$ cat src/rtl/pio_seq_pkg.sv
package pio_seq_pkg;

  // Strobes from control to datapath
  typedef struct packed {
    logic capLoad;  // take a new ADC sample into the capture register
    logic playWr;   // store the host byte at the playback pointer
    logic playClr;  // clear the playback assembly register
  } seqStrobe_t;

  // Bytes per sample for each format code
  function automatic int unsigned fmtBytes(input logic [1:0] fmt);
    case (fmt)
      2'd0:    return 1;
      2'd1:    return 2;
      default: return 4;
    endcase
  endfunction

endpackage

$ cat src/rtl/pio_seq_ctrl.sv
module pio_seq_ctrl
  import pio_seq_pkg::*;
#(
  parameter int MAX_BYTES = 4,
  parameter int IDX_W     = 2,
  parameter int CNT_W     = 3
) (
  input  logic             clk,
  input  logic             rstN,
  input  logic             powerDown,
  input  logic [1:0]       fmt,
  input  logic             hostRd,
  input  logic             hostWr,
  input  logic             statusRd,
  input  logic             adcValid,
  output logic             adcReady,
  output logic             dacValid,
  input  logic             dacReady,
  output logic [IDX_W-1:0] capIdx,
  output logic [CNT_W-1:0] playCnt,
  output seqStrobe_t       strb
);

  logic [CNT_W-1:0] nBytes;
  logic [IDX_W-1:0] lastIdx;
  logic             capPending;
  logic             dacValidQ;
  logic             adcAccept;
  logic             dacAccept;
  logic             playFull;

  always_comb begin
    if (fmtBytes(fmt) > MAX_BYTES) nBytes = CNT_W'(MAX_BYTES);
    else                           nBytes = CNT_W'(fmtBytes(fmt));
    lastIdx   = IDX_W'(nBytes - 1'b1);
    adcAccept = adcValid & capPending;
    dacAccept = dacValidQ & dacReady;
    playFull  = (playCnt == nBytes);

    strb.capLoad = adcAccept;
    strb.playClr = dacAccept | (statusRd & ~playFull);
    strb.playWr  = hostWr & ~powerDown & ~playFull & ~dacValidQ & ~statusRd;
  end

  // Capture side: pointer and pending restart flag
  always_ff @(posedge clk) begin
    if (!rstN) begin
      capPending <= 1'b1;
      capIdx     <= '0;
    end else begin
      capPending <= statusRd | (capPending & ~adcAccept);
      if (adcAccept)
        capIdx <= '0;
      else if (hostRd && !powerDown && (capIdx < lastIdx))
        capIdx <= capIdx + 1'b1;
    end
  end

  // Playback side: byte count and DAC offer
  always_ff @(posedge clk) begin
    if (!rstN) begin
      playCnt   <= '0;
      dacValidQ <= 1'b0;
    end else begin
      if (dacAccept)
        dacValidQ <= 1'b0;
      else if (statusRd && playFull)
        dacValidQ <= 1'b1;

      if (strb.playClr)
        playCnt <= '0;
      else if (strb.playWr)
        playCnt <= playCnt + 1'b1;
    end
  end

  assign adcReady = capPending;
  assign dacValid = dacValidQ;

endmodule

$ cat src/rtl/pio_seq_datapath.sv
module pio_seq_datapath
  import pio_seq_pkg::*;
#(
  parameter int BYTE_W    = 8,
  parameter int MAX_BYTES = 4,
  parameter int IDX_W     = 2
) (
  input  logic                        clk,
  input  logic                        rstN,
  input  logic                        powerDown,
  input  seqStrobe_t                  strb,
  input  logic [BYTE_W*MAX_BYTES-1:0] adcData,
  input  logic [BYTE_W-1:0]           hostWrData,
  input  logic [IDX_W-1:0]            capIdx,
  input  logic [IDX_W-1:0]            playWrIdx,
  output logic [BYTE_W-1:0]           hostRdData,
  output logic [BYTE_W*MAX_BYTES-1:0] dacData
);

  localparam int SAMPLE_W = BYTE_W * MAX_BYTES;
  localparam logic [BYTE_W-1:0] QUIET_BYTE = BYTE_W'(1) << (BYTE_W - 1);

  logic [SAMPLE_W-1:0] capReg;
  logic [SAMPLE_W-1:0] playReg;

  always_ff @(posedge clk) begin
    if (!rstN)             capReg <= '0;
    else if (strb.capLoad) capReg <= adcData;
  end

  // One assembly lane per byte position
  for (genvar g = 0; g < MAX_BYTES; g++) begin : gLane
    always_ff @(posedge clk) begin
      if (!rstN || strb.playClr)
        playReg[g*BYTE_W +: BYTE_W] <= '0;
      else if (strb.playWr && (int'(playWrIdx) == g))
        playReg[g*BYTE_W +: BYTE_W] <= hostWrData;
    end
  end

  always_comb begin
    if (powerDown) hostRdData = QUIET_BYTE;
    else           hostRdData = capReg[int'(capIdx)*BYTE_W +: BYTE_W];
  end

  assign dacData = playReg;

endmodule

$ cat src/rtl/pio_sample_seq.sv
module pio_sample_seq
  import pio_seq_pkg::*;
#(
  parameter int BYTE_W    = 8,
  parameter int MAX_BYTES = 4,
  localparam int SAMPLE_W = BYTE_W * MAX_BYTES,
  localparam int IDX_W    = (MAX_BYTES > 1) ? $clog2(MAX_BYTES) : 1,
  localparam int CNT_W    = $clog2(MAX_BYTES + 1)
) (
  input  logic                clk,
  input  logic                rstN,
  input  logic                powerDown,
  input  logic [1:0]          fmt,
  input  logic                hostRd,
  input  logic                hostWr,
  input  logic [BYTE_W-1:0]   hostWrData,
  input  logic                statusRd,
  output logic [BYTE_W-1:0]   hostRdData,
  output logic [IDX_W-1:0]    capIdx,
  output logic [CNT_W-1:0]    playIdx,
  input  logic                adcValid,
  input  logic [SAMPLE_W-1:0] adcData,
  output logic                adcReady,
  output logic                dacValid,
  output logic [SAMPLE_W-1:0] dacData,
  input  logic                dacReady
);

  seqStrobe_t strb;

  pio_seq_ctrl #(
    .MAX_BYTES(MAX_BYTES), .IDX_W(IDX_W), .CNT_W(CNT_W)
  ) ctrl_i (
    .clk(clk), .rstN(rstN), .powerDown(powerDown), .fmt(fmt),
    .hostRd(hostRd), .hostWr(hostWr), .statusRd(statusRd),
    .adcValid(adcValid), .adcReady(adcReady),
    .dacValid(dacValid), .dacReady(dacReady),
    .capIdx(capIdx), .playCnt(playIdx), .strb(strb)
  );

  pio_seq_datapath #(
    .BYTE_W(BYTE_W), .MAX_BYTES(MAX_BYTES), .IDX_W(IDX_W)
  ) dp_i (
    .clk(clk), .rstN(rstN), .powerDown(powerDown), .strb(strb),
    .adcData(adcData), .hostWrData(hostWrData),
    .capIdx(capIdx), .playWrIdx(playIdx[IDX_W-1:0]),
    .hostRdData(hostRdData), .dacData(dacData)
  );

endmodule

$ cat config.mk
export PLATFORM = sky130hd
export DESIGN_NAME = pio_sample_seq
export DESIGN_NICKNAME = d
export VERILOG_FILES = /design/src/rtl/pio_seq_pkg.sv /design/src/rtl/pio_seq_ctrl.sv /design/src/rtl/pio_seq_datapath.sv /design/src/rtl/pio_sample_seq.sv
export SDC_FILE = /design/constraint.sdc
export NUM_CORES = 1
export LEC_CHECK = 0
export ABC_AREA = 1
export BUFFER_PORTS_ARGS = -buffer_cell sky130_fd_sc_hd__buf_2
export CAP_MARGIN = 10
export CORE_UTILIZATION = 30
export DETAILED_ROUTE_END_ITERATION = 8
export PLACE_DENSITY = 0.48
export SLEW_MARGIN = 30
export SYNTH_ARGS = -nofsm -noshare
export SYNTH_HDL_FRONTEND = slang
export SYNTH_SLANG_ARGS = --single-unit
$ cat constraint.sdc
create_clock -name clk -period 2 [get_ports clk]
set_input_delay 0.3 -clock clk [delete_from_list [all_inputs] [get_ports clk]]
set_output_delay 0.3 -clock clk [all_outputs]
set_load 0.01 [all_outputs]
==> impl_metrics.tcl <==
set metrics [dict create \
    status "completed" \
    vias 3310 \
    hold_viol_final 0 \
    syn_area_um2 3460 \
    synth_top_area_share_pct 41.0 \
    drt_pass1_iterations 4 \
    synth_top_area_cell "dfxtp_1" \
    rsz0062_at_grt "false" \
    num_io_pins 97 \
    grt_pass1_vias 2941 \
    wirelength_um 9260 \
    ctsHtreeMaxLevel 3 \
    synth_cells 515 \
    seq_power_share_pct 41.4 \
    core_area_um2 11000 \
    total_power_mw 3.64 \
    root_buffer "clkbuf_16" \
    slew_headroom_pct 42.7 \
    antenna_cells 0 \
    grt_start_max_net_pins 41 \
    rows 38 \
    nets 664 \
    power_switching_share_pct 25.1 \
    path_clk_slew_ns 0.06 \
    cellLeakagePower_nw 2.11 \
    drv_slew 0 \
    finalSetupViolCount 0 \
    critical_path.startpoint "ctrl_i.capIdx[0]" \
    cts_max_path_buffers 2 \
    tns_ns 0 \
    ys_seq_elements 71 \
    fmax_mhz 524 \
    ys_warn_count 0 \
    powerDensity_nw_per_um2 825 \
    dieArea_um2 12000 \
    grt_use_total_pct 16.0 \
    ys_seq_area_share_pct 41.0 \
    cp_max_fo 13 \
    period_minus_slack_ns 1.91 \
    min_from "adcValid" \
    p_int_mw 2.73 \
    drive_above_1_share_pct 23.5 \
    worstMarginPinSlew_ns 0.855 \
    holdCritPathClass "in -> reg" \
    cts-buffers-inserted 9 \
    drv_cap 0 \
    worstSetupPathType "reg -> out" \
    syn_nets 571 \
    arrival_ns 1.61 \
    antenna_found_initial 0 \
    p_sw_uw 912 \
    die_h_um 109 \
    synthTopCellsByArea "dfxtp_1 (41%), nor2_1 (12%), inv_1 (9.3%)" \
    cp-end-kind "output pin" \
    io_buffers 96 \
    ant_nets 0 \
    insertion_delay_ns 0.33 \
    grt_overflow 0 \
    clock-sinks 71 \
    vias_per_cell 4.40 \
    netlist-cell-type-count 27 \
    fin_worst_skew_ns 0.00457 \
    clkPwrFrac_pct 47.2 \
    fillers 1240 \
    syn_to_final_growth_pct 27.5 \
    r2r-start "ctrl_i.playCnt[0]" \
    cts_tree "done" \
    hold-worst-slack_ns 0.217 \
    cp-start-kind "flip-flop" \
    required_ns 1.70 \
    drt_iter0_drc 170 \
    fin_crit_sh_pct 95.5 \
    gp_congestion 0.752 \
    start_util_pct 31.4 \
    ir_drop_v 0.000613 \
    drcViolationCount 0 \
    dp_hpwl_um 6680 \
    grt_pass1_wl_um 14600 \
    die_w_um 109 \
    combPwrFrac_pct 11.4 \
    syn_area_per_cell_um2 6.72 \
    routedWlPerCell_um 12.3 \
]
-- worst paths after layout --
path	end	slack, ns	cells past startpoint
hold reg to reg	dp_i.capReg[30]	0.46	2
setup reg to reg	dp_i.dacData[25]	0.37	5
hold / removal	ctrl_i.adcReady	0.22	2
setup / recovery	hostRdData[5]	0.09	5
-- placed cells by master, fill, tap and decap left out, types with 2 or more instances in the layout --
cell type,n
inv_1,84
a21oi_1,15
dfxtp_1,71
o21ai_0,49
nand2_1,80
nor2_1,114
buf_12,2
buf_4,13
buf_2,96
ha_1,6
clkinv_1,2
clkinvlp_4,3
clkbuf_16,9
nor2_2,12
o211ai_1,2
bufinv_16,2
nand3_1,8
clkinv_4,2
nand4_1,32
-- critical path: stages, from the launching register on --
cell,delay [ns]
dfxtp_1,0.39
clkinvlp_4,0.24
buf_4,0.20
o21ai_0,0.17
a21oi_1,0.12
buf_2,0.15
-- cells in the mapped netlist (all sizes together) --
library cell	count
a21oi	16
buf	15
clkbuf	14
clkinv	1
dfxtp	71
ha	6
inv	87
nand2	80
nand3	10
nand4	32
nor2	126
nor3	1
nor3b	1
o211ai	2
o21a	1
o21ai	49
o21bai	1
o311ai	1
xor2	1
-- timing repair --
| action | 4_1_cts | 5_1_grt |
|---|---|---|
| gates resized for setup | 0 | 1 |
| hold buffers | 0 | 0 |
| endpoints found under the setup margin | 0 | 4 |
| buffers inserted | 0 | 4 |
-- through the flow --
| stage | std cells | setup WS [ns] | area [um2] | util [%] |
|---|---|---|---|---|
| floorplan | 515 | 0.395 | 3460 | - |
| global placement | 733 | 0.143 | 4060 | 36.8 |
| detailed placement | 733 | 0.0874 | 4060 | 36.8 |
| CTS | 749 | 0.0226 | 4380 | 39.7 |
| global route | 753 | 0.00445 | 4410 | 40.0 |
| finish | 753 | 0.0906 | 4410 | 40.0 |
-- flip-flops by register name, summed over array words and instances, names as in the netlist --
register,count
dp_i.capReg,32
dp_i.dacData,32
ctrl_i.playCnt,3
ctrl_i.capIdx,2
ctrl_i.adcReady,1
ctrl_i.dacValid,1
-- metal layers --
metal / share of wire, % / global-route usage, % / up-vias / wire length (um)
met3: 4.5 / 4.15 / 6 / 415
met4: 0.67 / 5.43 / 0 / 62
met5: 0 / 0 / - / 0
met1: 49 / 21.2 / 1458 / 4550
met2: 46 / 24.9 / 69 / 4230
li1: - / - / 1777 / -
-- logic make-up (layout without fill, tap and decap cells) --
kind of cell               Yosys count  after routing  synth area share (%)
and+or+nand+nor                    250            250                  31.3
adders and majority gates            6              6                  2.17
AOI/OAI and AO/OA                   70             70                  10.8
xor gates and xnor gates             1              1                 0.253
buffers and inverters              117            215                  14.4
DFF                                 71             71                  41.0
-- power groups by stage --
| stage | registers [mW] | clock network, mW | logic, mW |
|---|---|---|---|
| floorplan | 1.53 | 0 | 0.272 |
| global placement | 1.54 | 0 | 0.410 |
| detailed placement | 1.54 | 0 | 0.415 |
| CTS | 1.51 | 1.76 | 0.417 |
| global route | 1.51 | 1.82 | 0.472 |
| finish | 1.51 | 1.72 | 0.415 |
-- final cells by class --
class / count / area, um2 / area share, %
Timing Repair Buffer: 111 / 618 / 14.0
Sequential cell: 71 / 1420 / 32.2
Clock inverter: 7 / 97.6 / 2.21
Multi-Input combinational cell: 327 / 1540 / 34.9
Clock buffer: 9 / 225 / 5.10
Inverter: 88 / 334 / 7.57
Tap cell: 140 / 175 / 3.97
No activity file was read; power rests on OpenSTA's default activity.
